<file path="config.mk">
export PLATFORM = sky130hd
export DESIGN_NAME = decade_updown_counter
export DESIGN_NICKNAME = d
export VERILOG_FILES = /design/src/rtl/ddc_pkg.sv /design/src/rtl/ddc_sync.sv /design/src/rtl/ddc_step.sv /design/src/rtl/ddc_tc.sv /design/src/rtl/decade_updown_counter.sv
export SDC_FILE = /design/constraint.sdc
export NUM_CORES = 1
export LEC_CHECK = 0
export BUFFER_PORTS_ARGS = -buffer_cell sky130_fd_sc_hd__buf_4
export CORE_MARGIN = 10
export CORE_UTILIZATION = 50
export DETAILED_ROUTE_END_ITERATION = 16
export HOLD_SLACK_MARGIN = 0.1
export PLACE_DENSITY_LB_ADDON = 0.3
export SETUP_SLACK_MARGIN = 0.5
export SLEW_MARGIN = 20
export SYNTH_ARGS = -nofsm -noshare
export SYNTH_HDL_FRONTEND = slang
export SYNTH_SLANG_ARGS = --single-unit
export TNS_END_PERCENT = 30
</file>
<file path="constraint.sdc">
create_clock -name clk -period 3.1 [get_ports clk]
set_clock_uncertainty 0.1 [all_clocks]
set_input_delay 0.155 -clock clk [delete_from_list [all_inputs] [get_ports clk]]
set_output_delay 0.155 -clock clk [all_outputs]
set_load 0.05 [all_outputs]
</file>
<file path="src/rtl/ddc_pkg.sv">
package ddc_pkg;
  localparam int DIGIT_W = 4;
  typedef logic [DIGIT_W-1:0] digit_t;
  localparam digit_t DIGIT_TOP = digit_t'(9);

  typedef struct packed {
    logic clr;
    logic load_n;
    logic up;
    logic dn;
  } ctl_t;

  localparam int CTL_W = $bits(ctl_t);
  localparam ctl_t CTL_IDLE = '{clr: 1'b0, load_n: 1'b1, up: 1'b1, dn: 1'b1};
endpackage

</file>
<file path="src/rtl/ddc_sync.sv">
module ddc_sync #(
  parameter int W      = 4,
  parameter int STAGES = 2,
  parameter logic [W-1:0] RST_VAL = '0
) (
  input  logic         clk,
  input  logic         rst,
  input  logic [W-1:0] d,
  output logic [W-1:0] q
);
  logic [W-1:0] chain [STAGES];

  always_ff @(posedge clk) begin
    if (rst) begin
      for (int i = 0; i < STAGES; i++) chain[i] <= RST_VAL;
    end else begin
      chain[0] <= d;
      for (int i = 1; i < STAGES; i++) chain[i] <= chain[i-1];
    end
  end

  assign q = chain[STAGES-1];
endmodule

</file>
<file path="src/rtl/ddc_step.sv">
module ddc_step
  import ddc_pkg::*;
(
  input  digit_t cur,
  input  logic   inc,
  input  logic   dec,
  output digit_t nxt
);
  digit_t up_val;
  digit_t dn_val;

  always_comb begin
    case (cur)
      DIGIT_TOP:    up_val = '0;
      digit_t'(11): up_val = digit_t'(6);
      digit_t'(13): up_val = digit_t'(4);
      digit_t'(15): up_val = digit_t'(2);
      default:      up_val = cur + digit_t'(1);
    endcase
  end

  always_comb begin
    if (cur == '0) dn_val = DIGIT_TOP;
    else           dn_val = cur - digit_t'(1);
  end

  always_comb begin
    if (inc)      nxt = up_val;
    else if (dec) nxt = dn_val;
    else          nxt = cur;
  end
endmodule

</file>
<file path="src/rtl/ddc_tc.sv">
module ddc_tc
  import ddc_pkg::*;
(
  input  digit_t cnt,
  input  logic   up_lvl,
  input  logic   dn_lvl,
  output logic   tc_up_n,
  output logic   tc_dn_n
);
  assign tc_up_n = ~(~up_lvl & cnt[0] & cnt[DIGIT_W-1]);
  assign tc_dn_n = ~(~dn_lvl & (cnt == '0));
endmodule

</file>
<file path="src/rtl/decade_updown_counter.sv">
module decade_updown_counter
  import ddc_pkg::*;
#(
  parameter int SYNC_STAGES = 2
) (
  input  logic               clk,
  input  logic               rst,
  input  logic               clr_i,
  input  logic               load_n_i,
  input  logic               up_i,
  input  logic               dn_i,
  input  logic [DIGIT_W-1:0] preset_i,
  output logic [DIGIT_W-1:0] count_o,
  output logic               tc_up_n_o,
  output logic               tc_dn_n_o
);
  ctl_t   ctl_raw;
  ctl_t   ctl_s;
  logic   clr_lvl, load_n_lvl, up_lvl, dn_lvl;
  logic   up_prev, dn_prev;
  logic   up_rise, dn_rise;
  logic   do_inc, do_dec;
  digit_t cnt_q;
  digit_t cnt_step;

  assign ctl_raw = '{clr: clr_i, load_n: load_n_i, up: up_i, dn: dn_i};

  ddc_sync #(
    .W       (CTL_W),
    .STAGES  (SYNC_STAGES),
    .RST_VAL (CTL_IDLE)
  ) u_sync (
    .clk (clk),
    .rst (rst),
    .d   (ctl_raw),
    .q   (ctl_s)
  );

  assign clr_lvl    = ctl_s.clr;
  assign load_n_lvl = ctl_s.load_n;
  assign up_lvl     = ctl_s.up;
  assign dn_lvl     = ctl_s.dn;

  always_ff @(posedge clk) begin
    if (rst) begin
      up_prev <= 1'b1;
      dn_prev <= 1'b1;
    end else begin
      up_prev <= up_lvl;
      dn_prev <= dn_lvl;
    end
  end

  assign up_rise = up_lvl & ~up_prev;
  assign dn_rise = dn_lvl & ~dn_prev;
  assign do_inc  = up_rise & dn_lvl & ~dn_rise;
  assign do_dec  = dn_rise & up_lvl & ~up_rise;

  ddc_step u_step (
    .cur (cnt_q),
    .inc (do_inc),
    .dec (do_dec),
    .nxt (cnt_step)
  );

  always_ff @(posedge clk) begin
    if (rst || clr_lvl) cnt_q <= '0;
    else if (!load_n_lvl) cnt_q <= preset_i;
    else cnt_q <= cnt_step;
  end

  ddc_tc u_tc (
    .cnt     (cnt_q),
    .up_lvl  (up_lvl),
    .dn_lvl  (dn_lvl),
    .tc_up_n (tc_up_n_o),
    .tc_dn_n (tc_dn_n_o)
  );

  assign count_o = cnt_q;
endmodule

</file>
# After elaboration in Yosys (flattened, before gate mapping)
# Memory sizes are Yosys's and may differ from the RTL's.
# Cells that the tools add are included.
op_classes:
  n_addsub: 2
  mul: 0
  n_div: 0
  magnitude_cmp: 0
  n_eq_ne: 5
  n_shift: 0
  n_mux: 10
  bitwise_logic: 19
  n_reduce_logical: 2
op_table:
  columns: ["operator", "count"]
  rows:
  - ["two-way mux 4 bit", 6]
  - ["equality test 4 bit (second input constant)", 4]
  - ["case mux 4 bit (4 select lines)", 1]
  - ["bitwise AND 1 bit", 9]
  - ["NOT 1 bit", 8]
  - ["adder 4 x 1 -> 4 bit (second input constant)", 1]
  - ["logical NOT 4 bit", 1]
  - ["subtractor 4 x 1 -> 4 bit (second input constant)", 1]
  - ["two-way mux 1 bit", 3]
  - ["inequality test 3 x 1 -> 1 bit (second input constant)", 1]
  - ["bitwise OR 1 bit", 2]
  - ["logical OR 1 bit", 1]
totals:
  register_bits: 6
  latchBits: 0
  ram_bits: 8
  rom_bits: 0
  inputBits: 10
  out_inout_bits: 6
  word_cells: 42
  memories: 1
mem_list:
  columns: ["name", "words", "word_bits", "read_ports", "rd_ports_with_merged_regs", "write_ports", "line_no", "text"]
  rows:
  - ["u_sync.chain", 2, 4, 2, 0, 2, "ddc_sync.sv:11", "logic [W-1:0] chain [STAGES];"]

# Longest topological paths before layout
# Gate-level depths: netlist of run 1.
depth:
  depth_word: 7
  depth_mapped: 6
  mapped_depth_nobuf: 6

# Cells and area by module
# A second synthesis of run 1 with hierarchy kept.
hier_totals:
  hier_cells: 77
  hier_area_um2: 733.2
modules_own_cells:
  columns: ["module", "instances", "cells_each", "area_per_inst_um2", "seq_area_each_um2"]
  rows:
  - ["ddc_step", 1, 33, 250.2, 0.0]
  - ["ddc_sync", 1, 20, 240.2, 160.2]
  - ["decade_updown_counter", 1, 20, 222.7, 120.1]
  - ["ddc_tc", 1, 4, 20.0, 0.0]

# Least setup slack after synthesis of run 1
# OpenSTA, ideal clock, no wires.
synth_path:
  path_type: "register to register"
  start: "register cnt_q[1] (netlist: count_o[1])"
  end: "register cnt_q[0] (netlist: count_o[0])"
  setup_ps: 88
  arrival_time_ps: 1723
  required_time_ps: 2912
  slack_ps: 1189
  stages_incl_launch_ff: 7
  n_path_buf: 0
  period_less_slack_ps: 1911
  cell_sequence: "dfxtp_1 -> inv_1 -> ha_1 -> or2_1 -> a21oi_1 -> o211ai_1 -> a311oi_2"
synth_between:
  elab_chain_len: 5
  elab_cells_between_ends: 10
  classes_between: "eq/ne (4); mux (5); reduce/logical (1)"
synth_rtl:
  columns: ["item", "line_no", "text"]
  rows:
  - ["start, declared", "decade_updown_counter.sv:23", "digit_t cnt_q;"]
  - ["start signal, assigned", "decade_updown_counter.sv:68", "else if (!load_n_lvl) cnt_q <= preset_i;"]
  - ["start signal, assigned", "decade_updown_counter.sv:69", "else cnt_q <= cnt_step;"]
  - ["branches (longest 3 deep; another with equality test 4 bit)", null, null]
  - ["two-way mux 4 bit (*)", "ddc_step.sv:28", "if (inc) nxt = up_val;"]
  - ["two-way mux 4 bit (*)", "decade_updown_counter.sv:68", null]
# Every way passes the cells marked *. The select of a mux whose other input is x is not followed.
# A chain may end at the register's enable or synchronous reset.

# Worst setup path after layout of run 1
layout_path:
  start: "register cnt_q[1] (netlist: count_o[1])"
  end: "output port tc_dn_n_o"
layout_between:
  elab_chain_len: 3
layout_rtl:
  columns: ["item", "line_no", "text"]
  rows:
  - ["logical NOT 4 bit", "ddc_tc.sv:11", "assign tc_dn_n = ~(~dn_lvl & (cnt == '0));"]
  - ["bitwise AND 1 bit", "ddc_tc.sv:11", null]
  - ["NOT 1 bit", "ddc_tc.sv:11", null]
  - ["end, declared", "decade_updown_counter.sv:15", "output logic tc_dn_n_o"]
# Every way passes these cells.

==> impl_metrics.py, run 1 <==
metrics = {
    "sta": {
        "finalSetupViolCount": 0,
        "holdWs_ps": 128,
        "worst_pin_slew_ps": 393,
        "rsz0062_at_grt": "false",
        "hold_viol": 0,
        "tns_ps": 0,
        "fin_crit_ps": 1940,
        "timing.fmax_ghz": 0.515,
        "timing.final.crit_share_pct": 62.6,
        "finalMaxSlewViolations": 0,
        "slew_headroom_pct": 73.8,
    },
    "grt": {
        "grt_overflow": 0,
        "antenna_found_initial": 0,
        "grt_pass1_vias": 626,
        "grt_pass1_wl_um": 2960,
        "grt_max_degree": 12,
        "grt_usage_pct": 11.0,
    },
    "floorplanning": {
        "ioPinCount": 16,
        "dieWidth_um": 57.7,
        "core_um2": 1320,
        "dieArea_um2": 3330,
        "die_y_um": 57.7,
        "initial_core_util_pct": 53.9,
        "std_cell_rows": 13,
    },
    "cts": {
        "numCtsBuffers": 3,
        "clk_latency_ps": 300,
        "cts_root_buf": "clkbuf_4",
        "cts_resized": 0,
        "htreeDepth": 1,
        "cts_tree": "built",
        "path_clk_slew_ps": 90,
        "clock_sinks": 14,
        "clockBufferDepth": 2,
    },
    "layout": {
        "stdcell_area_um2": 958,
        "stdcell_count": 118,
        "final_core_util_pct": 72.7,
        "final_cell_mix": "buf_4, dfxtp_1, dlygate4sd3_1",
        "drive_gt1_share_pct": 32.0,
        "fin_nets": 117,
        "mostFrequentLayoutCell": "buf_4",
        "areaGrowthSynthToFinish_pct": 34.9,
        "antenna_cells": 0,
    },
    "place": {
        "hpwl_um": 1200,
        "placed_cells": 104,
        "gp_congestion": 0.829,
        "post_dp_cell_area_um2": 822,
        "portBuffers": 15,
    },
    "synthesis": {
        "yosys.area.top_type": "dfxtp_1",
        "syn_area_um2": 711,
        "synth_edf_count": 0,
        "yosysSeqAreaShare_pct": 39.4,
        "ys_async_sr_fraction_pct": 0,
        "synth.net_count": 90,
        "yosys_register_bits": 14,
        "yosysWarningCount": 0,
        "yosys-top-cells-area": "dfxtp_1, or2_2, ha_1, a311oi_2, nor2_1",
        "synth_cells": 77,
        "synth_top_area_share_pct": 39.4,
        "synthFlopType": "dfxtp_1",
        "yosys.cell_types.count": 37,
        "synth_area_per_cell_um2": 9.23,
    },
    "min_path": {
        "worstHoldPathType": "in2reg",
        "holdPathStages": 4,
    },
    "setup_path": {
        "crit_required_ps": 2840,
        "critPathMaxStageDelay_ps": 390,
        "crit_path_cell_trace": "inv_1, ha_1, nand2b_1, or3_1, buf_4",
        "path_buf_inv": 2,
        "cp.arrival_ps": 1690,
        "setup.worst_path.end_class": "primary output",
        "startpoint_type": "flop",
        "crit_cells": 5,
        "path_delay_family": "simple AND/OR/NAND/NOR gates",
        "reg2reg_depth": 6,
        "worstSetupPathType": "reg2out",
        "slowest_stage": "dfxtp_1",
        "path_max_fanout": 6,
    },
    "detailed_routing": {
        "detail_route.vias_per_cell": 5.30,
        "ant_nets": 0,
        "post_drt_wl_per_cell_um": 14.5,
        "drc": 0,
        "dr.first_iter.drc_count": 8,
        "postRouteWirelength_um": 1720,
        "dr.pass1.iters": 4,
        "num_vias": 625,
    },
    "job": {
        "drv_cap": 0,
    },
    "run_status": {
        "status": "complete, no violations",
    },
    "pwr": {
        "power.leakage_uw": 0.000396,
        "power_density_nw_per_um2": 441,
        "irDropWorstVdd_mv": 0.336,
    },
}
final timing paths:
check	start	slack (ps)	to
worst min register to register	u_sync.chain[0][1]$_SDFF_PP1_	310	u_sync.chain[0][5]$_SDFF_PP1_
worst min-delay path	preset_i[1]	130	count_o[1]$_SDFFE_PP0P_
worst max register to register	count_o[1]$_SDFFE_PP0P_	1320	count_o[0]$_SDFFE_PP0P_
worst max-delay path	count_o[1]$_SDFFE_PP0P_	1160	tc_dn_n_o
registers in the layout (all words and copies together) (netlist names):
signal / cells
up_prev: 1
count_o: 4
dn_prev: 1
u_sync.chain: 8
metrics by stage:
stage	power [uW]	worst slack [ps]
2_1_floorplan	255	1190
3_3_place_gp	277	1440
3_5_place_dp	279	1390
4_1_cts	423	1180
5_1_grt	441	1070
6_report	423	1160
Yosys cell counts, drive strengths merged, types with 2 or more instances:
| cell | instances |
|---|---|
| o21ai | 2 |
| ha | 3 |
| o211ai | 2 |
| inv | 4 |
| or2 | 10 |
| buf | 2 |
| a31oi | 2 |
| dfxtp | 14 |
| or3 | 2 |
| a311oi | 2 |
| nor2b | 3 |
| nor2 | 5 |
| nand3 | 2 |
| nand2b | 2 |
| a21oi | 4 |
| nand2 | 3 |
layout make-up:
| cell class | instances | area (um2) |
|---|---|---|
| Tap cell | 15 | 18.8 |
| Timing Repair Buffer | 25 | 213 |
| Sequential cell | 14 | 280 |
| Clock buffer | 4 | 36.3 |
| Multi-Input combinational cell | 56 | 395 |
| Inverter | 4 | 15.0 |
| Fill cell | 101 | 359 |
power breakdown:
group	internal (uW)	leakage [uW]	total (uW)	switching (uW)
Clock	71.7	0.0000210	138	66.0
Combinational	41.5	0.000259	84.6	43.1
Sequential	189	0.000115	200	11.7
Total	302	0.000396	423	121
worst min-delay path, stage by stage:
cell	delay, ps
buf_4	100
nor2_1	70
a31o_1	110
a311oi_2	40
metal layers:
layer  vias up  wire (um)  GRT usage [%]
li1        324          -              -
met1       283        748           12.6
met2        13        849           17.6
met3         5         77           3.05
met4         0         39           6.71
met5         -          0              0
what timing repair did:
item | 4_1_cts | 5_1_grt
hold buffers | 10 | 0
endpoints found under the hold margin | 12 | 0
setup buffers | 0 | 0
cell families after synthesis:
logic type	Yosys count	synth area share [%]
AO/OA/AOI/OAI	19	21.1
buffers and inverters	7	4.93
adder cells (fa/ha/maj)	3	5.28
XOR/XNOR	1	1.23
flip-flops	14	39.4
multiplexers	1	1.41
AND/OR/NAND/NOR	32	26.6
Power figures use the tool's default switching activity.
==> run 2: changes to the inputs <==
==> constraint.sdc (replaced) <==
create_clock -name clk -period 1.9 [get_ports clk]
set_clock_uncertainty 0.1 [all_clocks]
set_input_delay 0.095 -clock clk [delete_from_list [all_inputs] [get_ports clk]]
set_output_delay 0.095 -clock clk [all_outputs]
set_load 0.05 [all_outputs]
==> impl_metrics.py, run 2 (same netlist as run 1, synthesis figures left out) <==
metrics = {
    "run_status": {
        "status": "complete, no violations",
    },
    "detailed_routing": {
        "dr.pass1.iters": 4,
        "detail_route.vias_per_cell": 5.82,
        "dr.first_iter.drc_count": 14,
        "drc": 0,
        "ant_nets": 0,
        "num_vias": 733,
        "post_drt_wl_per_cell_um": 17.2,
        "postRouteWirelength_um": 2170,
    },
    "cts": {
        "htreeDepth": 1,
        "numCtsBuffers": 3,
        "cts_tree": "built",
        "cts_root_buf": "clkbuf_4",
        "clk_latency_ps": 280,
        "clockBufferDepth": 2,
        "clock_sinks": 14,
        "path_clk_slew_ps": 90,
    },
    "min_path": {
        "worstHoldStart": "preset_i[3]",
        "holdPathStages": 4,
        "min_to": "count_o[3]$_SDFFE_PP0P_",
        "worstHoldPathType": "in2reg",
    },
    "place": {
        "portBuffers": 15,
        "hpwl_um": 1190,
        "gp_congestion": 0.868,
    },
    "setup_path": {
        "reg2reg_depth": 5,
        "crit_required_ps": 1700,
        "cp.arrival_ps": 1430,
        "critPathMaxStageDelay_ps": 380,
        "worstSetupPathType": "reg2out",
        "r2r-start": "count_o[0]$_SDFFE_PP0P_",
        "setup.worst_path.end_class": "primary output",
        "crit_path_start": "count_o[1]$_SDFFE_PP0P_",
        "startpoint_type": "flop",
        "r2r_slack_ps": 290,
        "r2r-end": "count_o[0]$_SDFFE_PP0P_",
        "path_max_fanout": 4,
        "slowest_stage": "dfxtp_4",
        "crit_path_cell_trace": "inv_4, ha_4, nand2b_4, or3_4, buf_8",
    },
    "sta": {
        "timing.fmax_ghz": 0.614,
        "hold_viol": 0,
        "worst_pin_slew_ps": 415,
        "finalSetupViolCount": 0,
        "rsz0062_at_grt": "true",
        "fin_crit_ps": 1630,
        "finalMaxSlewViolations": 0,
        "timing.final.crit_share_pct": 85.7,
        "slew_headroom_pct": 72.3,
        "tns_ps": 0,
    },
    "grt": {
        "antenna_found_initial": 0,
        "grt_max_degree": 12,
        "grt_pass1_wl_um": 3100,
        "grt_pass1_vias": 749,
        "grt_usage_pct": 11.4,
        "grt_overflow": 0,
    },
    "pwr": {
        "power.leakage_uw": 0.000446,
        "irDropWorstVdd_mv": 0.514,
        "power_density_nw_per_um2": 657,
    },
    "floorplanning": {
        "core_um2": 1320,
        "ioPinCount": 16,
        "die_y_um": 57.7,
        "std_cell_rows": 13,
        "dieArea_um2": 3330,
        "dieWidth_um": 57.7,
        "initial_core_util_pct": 53.9,
    },
    "job": {
        "drv_cap": 0,
    },
    "layout": {
        "final_cell_mix": "buf_4, dfxtp_1, dlygate4sd3_1",
        "num-fill-cells": 92,
        "areaGrowthSynthToFinish_pct": 48.4,
        "largest_register_ff_count": 8,
        "top_register": "u_sync.chain",
        "mostFrequentLayoutCell": "buf_4",
        "final_core_util_pct": 80.1,
        "antenna_cells": 0,
        "fin_nets": 125,
        "drive_gt1_share_pct": 44.1,
    },
}
[run 2: changes by cell type in the layout (fill, tap and decap cells not counted), sizes merged]
cell	previous run	this run
buf	15	24
dlygate4sd3	10	9
[run 2: where the power goes]
group          leakage, uW  total [uW]  internal [uW]  switching [uW]
Sequential        0.000118         327            308            19.1
Combinational     0.000313         188           97.1            91.2
Clock            0.0000150         178           81.4            96.4
Total             0.000446         693            486             207
[run 2: per-stage QoR]
step	std cells	setup slack, ps	cell area, um2	hold slack, ps	power (uW)
5_1_grt	126	236	1050	107	726
3_3_place_gp	104	356	831	179	452
2_1_floorplan	77	314	719	98.8	416
6_report	126	272	1050	109	693
4_1_cts	124	272	1030	100	671
3_5_place_dp	104	325	831	186	456
[run 2: metal layers]
metal,track usage [%],routed length (um),vias to the layer above
met2,21.0,1070,37
met1,10.5,855,341
met3,4.14,152,11
met5,0,0,-
met4,6.38,84,0
li1,-,-,344
[run 2: worst max path at each step]
stage | to | cells past startpoint
after floorplan | count_o[0]$_SDFFE_PP0P_ | 6
after global placement | count_o[0]$_SDFFE_PP0P_ | 6
after detailed placement | count_o[0]$_SDFFE_PP0P_ | 5
after CTS | tc_dn_n_o | 5
after global routing | tc_dn_n_o | 5
final | tc_dn_n_o | 5
[run 2: what timing repair did]
action,CTS,global route
endpoints found under the setup margin,6,6
gates resized for setup,8,3
hold endpoints to repair,13,0
pin swaps,2,2
setup buffers,7,2
hold buffers,9,0
[run 2: final cells by class]
type	instances	area (um2)	area share, %
Clock buffer	4	26.3	2.49
Inverter	4	20.0	1.90
Multi-Input combinational cell	56	420	39.9
Sequential cell	14	292	27.6
Tap cell	15	18.8	1.78
Timing Repair Buffer	33	278	26.3
[run 2: worst max-delay path: cells and delay by family, from the launching register on]
family / cells / cell delay [ps]
adders and majority gates: 1 / 150
buffers and inverters: 2 / 230
DFF: 1 / 380
and+or+nand+nor: 2 / 400
